<file path="src/rtl/vof_pkg.sv">
package vof_pkg;

    typedef enum logic [1:0] {
        FMT_YC16  = 2'd0,
        FMT_RGB16 = 2'd1,
        FMT_RGB15 = 2'd2,
        FMT_BYTE  = 2'd3
    } fmt_e;

    localparam logic [7:0] BLK_LUMA   = 8'h10;
    localparam logic [7:0] BLK_CHROMA = 8'h80;
    localparam logic [7:0] CODE_LEAD  = 8'hFF;
    localparam logic [7:0] CODE_ZERO  = 8'h00;

    typedef struct packed {
        logic [15:0] pix;
        logic        blank;
        logic        hsync;
        logic        vsync;
        logic        field;
        logic        dvalid;
        fmt_e        mode;
    } ostate_s;

    // timing-code status byte with protection bits
    function automatic logic [7:0] code_status(input logic f, input logic v, input logic h);
        return {1'b1, f, v, h, v ^ h, f ^ h, f ^ v, f ^ v ^ h};
    endfunction

endpackage

</file>
<file path="src/rtl/vof_pos.sv">
module vof_pos #(
    parameter int HW = 12,
    parameter int VW = 11
) (
    input  logic          clk,
    input  logic          rst,
    input  logic          vld,
    input  logic          sol,
    input  logic          sof,
    input  logic [HW-1:0] hbs,
    input  logic [HW-1:0] hbe,
    input  logic [VW-1:0] vbs,
    input  logic [VW-1:0] vbe,
    output logic          hblank,
    output logic          vblank,
    output logic          in_eav,
    output logic          in_sav,
    output logic [1:0]    code_idx,
    output logic [1:0]    act_ph,
    output logic          h_odd
);

    localparam logic [HW-1:0] HMAX = '1;
    localparam logic [HW:0]   CODE_LEN = (HW+1)'(4);

    typedef struct packed {
        logic [HW-1:0] h;
        logic [VW-1:0] v;
    } pos_s;

    pos_s          pos_q, pos_d;
    logic [HW-1:0] h_cur;
    logic [VW-1:0] v_cur;

    always_comb begin
        h_cur = sol ? '0 : pos_q.h;
        if (sol && sof)
            v_cur = '0;
        else if (sol)
            v_cur = pos_q.v + 1'b1;
        else
            v_cur = pos_q.v;

        hblank   = (h_cur >= hbs) || (h_cur < hbe);
        vblank   = (v_cur >= vbs) || (v_cur < vbe);
        in_eav   = (h_cur >= hbs) && ({1'b0, h_cur} < ({1'b0, hbs} + CODE_LEN));
        in_sav   = (h_cur < hbe) && (({1'b0, h_cur} + CODE_LEN) >= {1'b0, hbe});
        act_ph   = h_cur[1:0] - hbe[1:0];
        code_idx = in_eav ? (h_cur[1:0] - hbs[1:0]) : act_ph;
        h_odd    = h_cur[0];

        pos_d = pos_q;
        if (vld) begin
            pos_d.h = (h_cur == HMAX) ? h_cur : h_cur + 1'b1;
            pos_d.v = v_cur;
        end
    end

    always_ff @(posedge clk) begin
        if (rst)
            pos_q <= '0;
        else
            pos_q <= pos_d;
    end

endmodule

</file>
<file path="src/rtl/vof_pack.sv">
module vof_pack
    import vof_pkg::*;
(
    input  fmt_e        fmt,
    input  logic        act,
    input  logic        in_eav,
    input  logic        in_sav,
    input  logic [1:0]  code_idx,
    input  logic [1:0]  act_ph,
    input  logic        h_odd,
    input  logic        field,
    input  logic        vblank,
    input  logic [7:0]  y,
    input  logic [7:0]  cb,
    input  logic [7:0]  cr,
    input  logic [7:0]  r,
    input  logic [7:0]  g,
    input  logic [7:0]  b,
    output logic [15:0] word
);

    logic [7:0] byte_val;

    always_comb begin
        if (in_eav || in_sav) begin
            case (code_idx)
                2'd0:    byte_val = CODE_LEAD;
                2'd3:    byte_val = code_status(field, vblank, in_eav);
                default: byte_val = CODE_ZERO;
            endcase
        end else if (act) begin
            case (act_ph)
                2'd0:    byte_val = cb;
                2'd2:    byte_val = cr;
                default: byte_val = y;
            endcase
        end else begin
            byte_val = h_odd ? BLK_LUMA : BLK_CHROMA;
        end

        case (fmt)
            FMT_YC16:  word = act ? {y, (act_ph[0] ? cr : cb)} : {BLK_LUMA, BLK_CHROMA};
            FMT_RGB16: word = act ? {r[7:3], g[7:2], b[7:3]} : 16'h0000;
            FMT_RGB15: word = act ? {1'b0, r[7:3], g[7:3], b[7:3]} : 16'h0000;
            default:   word = {8'h00, byte_val};
        endcase
    end

endmodule

</file>
<file path="src/rtl/vid_out_fmt.sv">
module vid_out_fmt
    import vof_pkg::*;
#(
    parameter int HW = 12,
    parameter int VW = 11
) (
    input  logic          clk,
    input  logic          rst,
    input  logic [1:0]    fmt_i,
    input  logic [HW-1:0] hbs_i,
    input  logic [HW-1:0] hbe_i,
    input  logic [VW-1:0] vbs_i,
    input  logic [VW-1:0] vbe_i,
    input  logic          in_vld,
    input  logic          in_sol,
    input  logic          in_sof,
    input  logic          in_field,
    input  logic [7:0]    in_y,
    input  logic [7:0]    in_cb,
    input  logic [7:0]    in_cr,
    input  logic [7:0]    in_r,
    input  logic [7:0]    in_g,
    input  logic [7:0]    in_b,
    output logic [15:0]   pix_o,
    output logic          blank_o,
    output logic          hsync_o,
    output logic          vsync_o,
    output logic          field_o,
    output logic          dvalid_o
);

    ostate_s    st_q, st_d;
    fmt_e       fmt_eff;
    logic       hblank, vblank, in_eav, in_sav, h_odd;
    logic [1:0] code_idx, act_ph;
    logic [15:0] word;

    vof_pos #(.HW(HW), .VW(VW)) u_pos (
        .clk      (clk),
        .rst      (rst),
        .vld      (in_vld),
        .sol      (in_sol),
        .sof      (in_sof),
        .hbs      (hbs_i),
        .hbe      (hbe_i),
        .vbs      (vbs_i),
        .vbe      (vbe_i),
        .hblank   (hblank),
        .vblank   (vblank),
        .in_eav   (in_eav),
        .in_sav   (in_sav),
        .code_idx (code_idx),
        .act_ph   (act_ph),
        .h_odd    (h_odd)
    );

    vof_pack u_pack (
        .fmt      (fmt_eff),
        .act      (!hblank && !vblank),
        .in_eav   (in_eav),
        .in_sav   (in_sav),
        .code_idx (code_idx),
        .act_ph   (act_ph),
        .h_odd    (h_odd),
        .field    (in_field),
        .vblank   (vblank),
        .y        (in_y),
        .cb       (in_cb),
        .cr       (in_cr),
        .r        (in_r),
        .g        (in_g),
        .b        (in_b),
        .word     (word)
    );

    always_comb begin
        fmt_eff   = (in_vld && in_sol) ? fmt_e'(fmt_i) : st_q.mode;
        st_d        = st_q;
        st_d.dvalid = 1'b0;
        if (in_vld) begin
            st_d.mode   = fmt_eff;
            st_d.pix    = word;
            st_d.blank  = hblank || vblank;
            st_d.hsync  = hblank;
            st_d.vsync  = vblank;
            st_d.field  = in_field;
            st_d.dvalid = 1'b1;
        end
    end

    always_ff @(posedge clk) begin
        if (rst) begin
            st_q.pix    <= {BLK_LUMA, BLK_CHROMA};
            st_q.blank  <= 1'b1;
            st_q.hsync  <= 1'b0;
            st_q.vsync  <= 1'b0;
            st_q.field  <= 1'b0;
            st_q.dvalid <= 1'b0;
            st_q.mode   <= FMT_YC16;
        end else begin
            st_q <= st_d;
        end
    end

    assign pix_o    = st_q.pix;
    assign blank_o  = st_q.blank;
    assign hsync_o  = st_q.hsync;
    assign vsync_o  = st_q.vsync;
    assign field_o  = st_q.field;
    assign dvalid_o = st_q.dvalid;

endmodule

</file>
<file path="config.mk">
export PLATFORM = sky130hd
export DESIGN_NAME = vid_out_fmt
export DESIGN_NICKNAME = d
export VERILOG_FILES = /design/src/rtl/vof_pkg.sv /design/src/rtl/vof_pos.sv /design/src/rtl/vof_pack.sv /design/src/rtl/vid_out_fmt.sv
export SDC_FILE = /design/constraint.sdc
export NUM_CORES = 1
export LEC_CHECK = 0
export ABC_AREA = 1
export BUFFER_PORTS_ARGS = -buffer_cell sky130_fd_sc_hd__buf_4
export CAP_MARGIN = 20
export CORE_AREA = 5 5 151 153
export CTS_CLUSTER_DIAMETER = 100
export DETAILED_ROUTE_END_ITERATION = 16
export DIE_AREA = 0 0 156 158
export GPL_ROUTABILITY_DRIVEN = 0
export GPL_TIMING_DRIVEN = 0
export PLACE_DENSITY_LB_ADDON = 0.2
export SLEW_MARGIN = 20
export SYNTH_ARGS = -nofsm -noshare
export SYNTH_HDL_FRONTEND = slang
export SYNTH_SLANG_ARGS = --single-unit
</file>
<file path="constraint.sdc">
create_clock -name clk -period 4.53 [get_ports clk]
set_clock_uncertainty 0.2 [all_clocks]
set_input_delay 1.359 -clock clk [delete_from_list [all_inputs] [get_ports clk]]
set_output_delay 1.359 -clock clk [all_outputs]
set_load 0.01 [all_outputs]
</file>
==> impl_metrics.env, run 1 <==
export IMPL_dr_max_layer_used="met4"
export IMPL_status="completed"
export IMPL_via_count=5630
export IMPL_max_freq_ghz=0.231
export IMPL_ios=123
export IMPL_leakage_nw=3.44
export IMPL_final_nets=1132
export IMPL_hold_viol_final=0
export IMPL_core_mm2=0.0214
export IMPL_synthCells=823
export IMPL_ys_ff_latch=46
export IMPL_dr_pass1_iters=5
export IMPL_cts_path_max_buffers=2
export IMPL_criticalPathCategory="input port to flip-flop"
export IMPL_irDropWorstVdd_v=0.000149
export IMPL_drv_cap=0
export IMPL_synth_distinct_cells=43
export IMPL_drive_above_1_share_pct=24.0
export IMPL_die_width_um=156
export IMPL_cts_tree="built"
export IMPL_grt_setup_unrepaired="true"
export IMPL_overflow=0
export IMPL_wl_per_cell_um=14.1
export IMPL_critPathSlowestCell="or3_4"
export IMPL_synth_area_per_cell_um2=6.31
export IMPL_antenna_left=0
export IMPL_layout_commonest_cell="nand2_1"
export IMPL_arrival_ps=4360
export IMPL_ys_warn_count=0
export IMPL_p_sw_uw=398
export IMPL_cts_htree_levels=2
export IMPL_p_total_mw=1.23
export IMPL_initial_core_util_pct=24.2
export IMPL_drc=0
export IMPL_dp_hpwl_um=14300
export IMPL_portBuffers=113
export IMPL_diodes=0
export IMPL_grt_pass1_vias=5477
export IMPL_pwr_share_clk_pct=34.9
export IMPL_cellPowerDensity_mw_per_mm2=176
export IMPL_route_met2_wl_um=8090
export IMPL_placementRows=54
export IMPL_hold_buffers=0
export IMPL_start_kind="input port"
export IMPL_wl_um=17500
export IMPL_cts_sinks=46
export IMPL_clk_latency_ps=290
export IMPL_setup_viol=0
export IMPL_tightest_slew_ps=636
export IMPL_tns_ps=0
export IMPL_utilization_pct=32.8
export IMPL_grt_antenna_before_repair=0
export IMPL_synthToLayoutAreaGrowth_pct=35.3
export IMPL_internal_power_uw=836
export IMPL_grt_pass1_wl_um=27400
export IMPL_cts_clk_slew_worst_paths_ps=70
export IMPL_worstSetupEndpointType="flip-flop"
export IMPL_dr_wl_met3_um=687
export IMPL_grt_use_total_pct=13.6
export IMPL_dieArea_mm2=0.0246
export IMPL_fin_crit_sh_pct=95.7
export IMPL_power_share_switching_pct=32.2
export IMPL_postSynth_asyncResetShare_pct=0
export IMPL_max_slew_margin_pct=57.6
export IMPL_met1Wirelength_um=8470
export IMPL_synth_ff_type="dfxtp_1"
export IMPL_root_buffer="clkbuf_16"
export IMPL_grt_max_degree=16
export IMPL_slew_viol_final=0
export IMPL_numCtsBuffers=5
export IMPL_synth_area_mm2=0.00519
export IMPL_yosysSeqAreaShare_pct=17.7
export IMPL_chipHeight_um=158
export IMPL_p_comb_share_pct=30.6
export IMPL_crit_path_cell_trace="buf_8 -> buf_12 -> nand4_1 -> or3_4 -> nor2_4 -> inv_2 -> nor2_4 -> inv_2 -> nor3_2 -> nor3_2 -> ha_1 -> nand4_1 -> a21oi_2 -> nor2_2 -> a21oi_4 -> nand2_4 -> inv_4 -> nand2_8 -> clkbuf_16 -> o31ai_4 -> nand2_2 -> a21oi_1"
export IMPL_synth_fp_nets=997
export IMPL_drtIter0Drc=308
export IMPL_synth_edf_count=0
export IMPL_via_per_inst=4.54
export IMPL_slowest_delay_ps=380
export IMPL_cp_max_fo=5
export IMPL_min_period_ps=4330
export IMPL_layout_common_cells="nand2_1 (165), buf_4 (140), inv_1 (117)"
export IMPL_critPathRequiredTime_ps=4550
export IMPL_hold_class="flip-flop to flip-flop"
export IMPL_share_seq_of_total_power_pct=34.5
## routing by layer
layer,vias up,GRT usage [%]
met3,12,1.39
li1,2981,-
met4,0,3.29
met5,-,0
met1,2522,18.9
met2,115,22.6
## Yosys cell counts (all sizes together), types with 13 or more instances
cell | number | area share (%)
inv | 126 | 9.2
nand4 | 13 | 1.6
nand2 | 176 | 13
buf | 23 | 3.4
dfxtp | 46 | 18
a21oi | 85 | 8.6
nor2 | 87 | 7.0
ha | 70 | 17
nand3 | 72 | 7.1
nor3 | 19 | 2.0
o21ai | 40 | 4.0
xor2 | 13 | 2.2
## path summary, 6_finish.rpt
path / startpoint / end / slack [ps] / depth (start not counted)
min reg2reg: pix_o[15] / pix_o[15] / 270 / 2
max reg2reg: u_pos.pos_q[0] / pix_o[6] / 960 / 21
min: pix_o[15] / pix_o[15] / 270 / 2
max: in_sol / pix_o[0] / 200 / 22
## power by group through the flow
stage	combinational (mW)	clock [mW]	sequential [mW]
finish	0.378	0.431	0.425
detailed placement	0.356	0	0.435
global route	0.427	0.460	0.427
global placement	0.356	0	0.435
floorplan	0.206	0	0.434
CTS	0.363	0.447	0.425
## per-stage QoR
step	setup slack [ps]	area, µm²	hold WS, ps	cells
final	195	7020	268	1239
after detailed placement	-811	6390	259	1216
after CTS	0.415	6630	270	1225
after global placement	-774	6390	256	1216
after global routing	-45.8	7020	293	1239
after floorplan	225	5190	242	823
## kinds of logic after synthesis
family / share of synthesized area (%)
DFF: 17.7
buffers and inverters: 13.5
xor gates and xnor gates: 2.53
adders and majority gates: 17.6
AOI/OAI and AO/OA: 15.5
and+or+nand+nor: 33.0
## worst max-delay path, delay by kind of cell
family | cells | cell delay (ps)
AOI/OAI and AO/OA | 4 | 700
and+or+nand+nor | 11 | 1400
buffers and inverters | 6 | 580
adders and majority gates | 1 | 290
## registers in the layout, summed over array words and instances, names as in the netlist
signal	flops
u_pos.pos_q	23
hsync_o	1
blank_o	1
st_q	2
pix_o	16
dvalid_o	1
field_o	1
vsync_o	1
## area by class of cell
| cell class | count | area (µm²) |
|---|---|---|
| fill | 2409 | 14400 |
| multi-input combinational | 615 | 3790 |
| timing repair buffer | 128 | 1040 |
| sequential | 46 | 921 |
| inverter | 127 | 494 |
| tap | 280 | 350 |
| buffer | 35 | 255 |
| clock buffer | 5 | 125 |
| clock inverter | 3 | 45.0 |
## timing repair
action | CTS | global route
pin swaps | 4 | 13
gates cloned | 0 | 4
buffers inserted | 1 | 10
resized for setup | 14 | 57
endpoints found under the setup margin | 16 | 16
No activity file was read; power rests on OpenSTA's default activity.
==> inputs of run 2 (changes only) <==
ABC_AREA = unset   (was 1)
CORE_AREA = 5 5 148 150   (was 5 5 151 153)
DIE_AREA = 0 0 153 155   (was 0 0 156 158)
==> run 2 against run 1 <==
  * The run now ends with setup timing left
  * Highest routed layer unchanged
  * Clock power increased by 2%
  * Largest power group unchanged
  * Combinational power shrank 7.7%
  * First-iteration DRC count decreased by 23%
  * Critical path type unchanged
  * Worst setup slack worse by 270 ps
  * Core utilization is 0.73 points higher
==> impl_metrics.env, run 2 <==
export IMPL_core_mm2=0.0206
export IMPL_irDropWorstVdd_v=0.000247
export IMPL_diodes=0
export IMPL_fin_area_mm2=0.00689
export IMPL_multiInputGateArea_mm2=0.00391
export IMPL_antenna_left=0
export IMPL_synth_fp_nets=848
export IMPL_fin_ws_ps=-77.5
export IMPL_cts_tree="built"
export IMPL_drv_cap=0
export IMPL_max_freq_ghz=0.217
export IMPL_grt_antenna_before_repair=0
export IMPL_clk_latency_ps=290
export IMPL_layout_common_cells="buf_4 (146), nor2_1 (77), ha_1 (64)"
export IMPL_synth_area_mm2=0.00503
export IMPL_fin_cells=1091
export IMPL_cts_path_max_buffers=2
export IMPL_hold_class="flip-flop to flip-flop"
export IMPL_synth_area_leader_cell="dfxtp_1"
export IMPL_cts_clk_slew_worst_paths_ps=80
export IMPL_wl_per_cell_um=14.9
export IMPL_critPathRequiredTime_ps=4560
export IMPL_dr_pass1_iters=4
export IMPL_hold_buffers=0
export IMPL_final_nets=989
export IMPL_synth_top_area_share_pct=18.3
export IMPL_start_kind="input port"
export IMPL_dp_hpwl_um=13200
export IMPL_synth_ff_type="dfxtp_1"
export IMPL_final_seq_area_um2=921
export IMPL_synth_area_leaders="dfxtp_1 (18%), ha_1 (17%), nor2_1 (5.9%), a21oi_1 (5.8%), mux2i_1 (5.2%)"
export IMPL_status="finished, violations left"
export IMPL_worstSetupEndpointType="flip-flop"
export IMPL_root_buffer="clkbuf_16"
export IMPL_synthToLayoutAreaGrowth_pct=36.9
export IMPL_drtIter0Drc=236
export IMPL_grt_pass1_vias=4816
export IMPL_largest_register="u_pos.pos_q"
export IMPL_synthCells=674
export IMPL_via_per_inst=4.65
export IMPL_fillers=2260
export IMPL_chipHeight_um=155
export IMPL_cts_htree_levels=2
export IMPL_ys_warn_count=0
export IMPL_wl_um=16300
export IMPL_numCtsBuffers=5
export IMPL_ios=123
export IMPL_grt_pass1_wl_um=25400
export IMPL_dpl_cell_count=1061
export IMPL_utilization_pct=33.5
export IMPL_grt_max_degree=16
export IMPL_yosys_cell_count_top_type="nor2_1"
export IMPL_dpl_instance_area_mm2=0.00632
export IMPL_tightest_slew_ps=839
export IMPL_initial_core_util_pct=24.5
export IMPL_regToRegEndpoint="pix_o[6]"
export IMPL_holdPathStages=2
export IMPL_die_width_um=153
export IMPL_overflow=0
export IMPL_setup_viol=4
export IMPL_timing_hold_ws_ps=249
export IMPL_via_count=5072
export IMPL_ys_ff_latch=46
export IMPL_cellPowerDensity_mw_per_mm2=175
export IMPL_min_period_ps=4610
export IMPL_slew_viol_final=0
export IMPL_slowest_delay_ps=380
export IMPL_critPathSlowestCell="or3_4"
export IMPL_cts_sinks=46
export IMPL_failed_checks="setup timing"
export IMPL_crit_path_cell_trace="buf_8 -> ha_4 -> nand2_2 -> or3_4 -> nor3_4 -> xnor2_1 -> ha_1 -> a2111oi_4 -> o21ai_1 -> o221ai_2 -> nand2_2 -> mux2_4 -> inv_2 -> ha_4 -> or2_4 -> o32a_1 -> o21ai_1"
export IMPL_drc=0
export IMPL_hold_viol_final=0
export IMPL_layout_commonest_cell="buf_4"
export IMPL_drive_above_1_share_pct=27.8
export IMPL_placementRows=53
export IMPL_synth_area_per_cell_um2=7.47
export IMPL_largest_reg_flops=23
export IMPL_grt_use_total_pct=13.1
export IMPL_dieArea_mm2=0.0237
export IMPL_portBuffers=112
export IMPL_postSynth_asyncResetShare_pct=0
export IMPL_ys_top_cells_by_count="nor2_1 (79), ha_1 (70), inv_1 (60)"
export IMPL_cp_max_fo=2
export IMPL_reg2reg_from="u_pos.pos_q[18]"
export IMPL_fin_crit_sh_pct=102
export IMPL_arrival_ps=4640
export IMPL_yosysSeqAreaShare_pct=18.3
export IMPL_r2r_slack_ps=850
export IMPL_grt_setup_unrepaired="true"
export IMPL_synth_edf_count=0
export IMPL_crit_end="pix_o[6]"
export IMPL_worstSetupStartpoint="hbs_i[3]"
export IMPL_max_slew_margin_pct=42.5
export IMPL_leakage_nw=3.20
export IMPL_synth_distinct_cells=65
export IMPL_reg2regPathDepth=13
export IMPL_criticalPathCategory="input port to flip-flop"
run 2: changes by cell type after synthesis, moves of 16 or more:
cell / previous run / this run
nand2_1: 170 / 57
inv_1: 119 / 60
nand3_1: 70 / 19
mux2i_1: 0 / 26
a21oi_1: 82 / 58
xnor2_1: 2 / 18
run 2: worst max-delay path: cells and delay by family:
family                     cells  cell delay (ps)
adders and majority gates      3              630
and+or+nand+nor                5              910
buffers and inverters          2              150
xor gates and xnor gates       1              140
muxes                          1              340
AOI/OAI and AO/OA              5             1120
run 2: layout make-up:
cell class | count | area share, %
Multi-Input combinational cell | 524 | 56.7
Timing Repair Buffer | 135 | 15.1
Sequential cell | 46 | 13.4
Tap cell | 275 | 4.99
Buffer | 43 | 4.10
Inverter | 60 | 3.30
Clock buffer | 5 | 1.82
Clock inverter | 3 | 0.636
run 2: cells by family (layout without fill, tap and decap cells):
group / count (synthesis) / in the layout / share of synthesized area, %
adders and majority gates: 72 / 72 / 18.2
DFF: 46 / 46 / 18.3
xor gates and xnor gates: 30 / 30 / 5.49
muxes: 31 / 31 / 6.29
and+or+nand+nor: 232 / 232 / 21.9
buffers and inverters: 104 / 246 / 9.57
AOI/OAI and AO/OA: 159 / 159 / 20.3
run 2: through the flow:
step,power (mW),worst slack [ps],TNS [ps]
floorplan,0.619,-135,-490
global placement,0.762,-885,-10670
detailed placement,0.763,-870,-10480
CTS,1.21,-259,-1250
global route,1.27,-222,-1390
finish,1.21,-77.5,-156
run 2: layer usage:
metal | GRT usage [%] | vias up | wire length, µm
li1 | - | 2644 | -
met1 | 18.0 | 2323 | 7730
met2 | 21.9 | 93 | 7660
met3 | 2.14 | 12 | 682
met4 | 2.08 | 0 | 216
met5 | 0 | - | 0
run 2: repair_timing:
action | 4_1_cts | 5_1_grt
setup endpoints to repair | 17 | 17
pin swaps | 25 | 18
gates resized for setup | 22 | 36
setup buffers | 10 | 13
run 2: how the worst min path moves through the flow:
stage          startpoint       end  slack [ps]
2_1_floorplan    pix_o[6]  pix_o[6]         230
6_report         pix_o[6]  pix_o[6]         250
4_1_cts          pix_o[6]  pix_o[6]         250
5_1_grt          pix_o[6]  pix_o[6]         270
3_3_place_gp     pix_o[6]  pix_o[6]         240
3_5_place_dp     pix_o[6]  pix_o[6]         240
run 2: report_power, final:
part | leakage [nW] | internal, mW | total (mW) | switching, mW
Sequential | 0.374 | 0.413 | 0.420 | 0.00645
Clock | 0.0842 | 0.262 | 0.439 | 0.177
Combinational | 2.75 | 0.164 | 0.349 | 0.185
Total | 3.20 | 0.839 | 1.21 | 0.368
==> inputs of run 3 (changes only) <==
CORE_AREA = 5 5 94 113   (was 5 5 148 150)
DIE_AREA = 0 0 99 118   (was 0 0 153 155)
==> run 3 against run 2 <==
  * The run still ends with setup timing left
  * Worst setup slack lost 76 ps
  * First-iteration DRC count up 27%
  * Clock power down 3%
  * Combinational power rose by 1%
  * Sequential share of layout area up 0.38 points
  * Global-route usage is 12 points higher
  * Core utilization up 38 points
  * Critical path depth is 1 lower
  * Non-clock buffer count fell by 2
  * Critical path type unchanged
==> impl_metrics.env, run 3 (synthesis gave the netlist of run 2 again) <==
export IMPL_cts_sinks=46
export IMPL_layout_common_cells="buf_4 (143), nor2_1 (77), ha_1 (64)"
export IMPL_path_delay_family="compound AO/OA/AOI/OAI gates"
export IMPL_die_width_um=99
export IMPL_irDropWorstVdd_v=0.000142
export IMPL_setup_viol=5
export IMPL_fin_area_mm2=0.00670
export IMPL_tightest_slew_ps=795
export IMPL_dpl_instance_area_mm2=0.00613
export IMPL_portBuffers=112
export IMPL_via_count=5466
export IMPL_p_sw_uw=346
export IMPL_max_slew_margin_pct=45.5
export IMPL_share_seq_of_total_power_pct=35.1
export IMPL_grt_use_total_pct=25.1
export IMPL_grt_setup_unrepaired="true"
export IMPL_wl_per_cell_um=16.6
export IMPL_placementRows=39
export IMPL_overflow=0
export IMPL_multiInputGateArea_mm2=0.00392
export IMPL_cts_path_max_buffers=2
export IMPL_worstSetupEndpointType="flip-flop"
export IMPL_fin_crit_sh_pct=103
export IMPL_criticalPathCategory="input port to flip-flop"
export IMPL_utilization_pct=71.1
export IMPL_min_period_ps=4680
export IMPL_largest_reg_flops=23
export IMPL_grt_pass1_vias=5515
export IMPL_wl_um=15500
export IMPL_cellPowerDensity_mw_per_mm2=179
export IMPL_fin_ws_ps=-153
export IMPL_path_buf_inv=1
export IMPL_initial_core_util_pct=53.4
export IMPL_final_seq_area_um2=921
export IMPL_diodes=0
export IMPL_antenna_left=0
export IMPL_hold_viol_final=0
export IMPL_slowest_delay_ps=360
export IMPL_ios=123
export IMPL_arrival_ps=4700
export IMPL_grt_antenna_before_repair=0
export IMPL_drv_cap=0
export IMPL_final_nets=987
export IMPL_drive_above_1_share_pct=28.2
export IMPL_power_share_switching_pct=28.9
export IMPL_root_buffer="clkbuf_16"
export IMPL_dp_hpwl_um=12100
export IMPL_critPathRequiredTime_ps=4550
export IMPL_chipHeight_um=118
export IMPL_clk_latency_ps=290
export IMPL_dr_pass1_iters=5
export IMPL_dieArea_mm2=0.0117
export IMPL_crit_path_cell_trace="buf_8 -> ha_4 -> nand2_2 -> or3_4 -> nor3_4 -> xnor2_2 -> ha_1 -> a2111oi_2 -> o21ai_1 -> o221ai_2 -> nand2_4 -> mux2_4 -> ha_4 -> or2_4 -> o32a_1 -> o21ai_1"
export IMPL_p_comb_share_pct=29.5
export IMPL_pwr_share_clk_pct=35.5
export IMPL_hold_buffers=0
export IMPL_start_kind="input port"
export IMPL_cts_clk_slew_worst_paths_ps=60
export IMPL_drtIter0Drc=299
export IMPL_cp_max_fo=3
export IMPL_grt_pass1_wl_um=24800
export IMPL_critPathSlowestCell="or3_4"
export IMPL_drc=0
export IMPL_synthToLayoutAreaGrowth_pct=33.1
export IMPL_hold_class="flip-flop to flip-flop"
export IMPL_layout_commonest_cell="buf_4"
export IMPL_cts_tree="built"
export IMPL_fillers=773
export IMPL_status="finished, violations left"
export IMPL_largest_register="u_pos.pos_q"
export IMPL_max_freq_ghz=0.214
export IMPL_leakage_nw=3.19
export IMPL_numCtsBuffers=5
export IMPL_via_per_inst=5.84
export IMPL_core_mm2=0.00942
export IMPL_grt_max_degree=14
export IMPL_failed_checks="setup timing"
export IMPL_cts_htree_levels=2
export IMPL_internal_power_uw=854
export IMPL_slew_viol_final=0
## run 3: cell type report
cell class / count / share of cell area (%)
multi-input combinational: 524 / 58.6
timing repair buffer: 133 / 15.4
sequential: 46 / 13.7
buffer: 43 / 4.11
inverter: 60 / 3.36
tap: 123 / 2.30
clock buffer: 6 / 2.07
clock inverter: 1 / 0.448
## run 3: power by group through the flow
stage	clock (mW)	combinational, mW	sequential, mW
floorplan	0	0.190	0.428
global placement	0	0.315	0.429
detailed placement	0	0.325	0.430
CTS	0.423	0.338	0.421
global route	0.445	0.386	0.421
finish	0.426	0.354	0.421
## run 3: worst reg2reg max path: stages (launching register included)
cell     delay [ps]
dfxtp_1         370
nor2b_2         340
ha_1            320
a211o_1         320
o221a_2         270
o31a_1          130
or2_4           290
nand2_4          90
mux2_4          330
ha_4            260
or2_4           260
o32a_1          330
o21ai_1         150
## run 3: metal layers
layer | global-route usage, % | vias up | wire (µm)
li1 | - | 2636 | -
met1 | 27.2 | 2542 | 5690
met2 | 47.8 | 230 | 8380
met3 | 3.08 | 58 | 840
met4 | 10.6 | 0 | 592
met5 | 0 | - | 0
## run 3: per-stage QoR
step	setup WS [ps]	power, mW	instances	setup TNS [ps]	hold WS (ps)
floorplan	-135	0.619	674	-490	227
global placement	-830	0.744	909	-7640	250
detailed placement	-826	0.755	909	-8430	264
CTS	-183	1.18	922	-540	276
global route	-242	1.25	936	-1330	300
finish	-153	1.20	936	-422	279
## run 3: final timing paths
| check | cells after the start | slack, ps | endpoint | from |
|---|---|---|---|---|
| hold reg to reg | 2 | 280 | pix_o[15] | pix_o[15] |
| setup / recovery | 16 | -150 | pix_o[6] | hbs_i[2] |
| setup reg to reg | 12 | 810 | pix_o[6] | u_pos.pos_q[18] |
| hold / removal | 2 | 280 | pix_o[15] | pix_o[15] |
## run 3: timing repair
action,CTS,global route
hold endpoints to repair,0,0
cloned,0,2
resized for setup,29,29
pin swaps,15,15
setup buffers,7,12
endpoints found under the setup margin,16,17
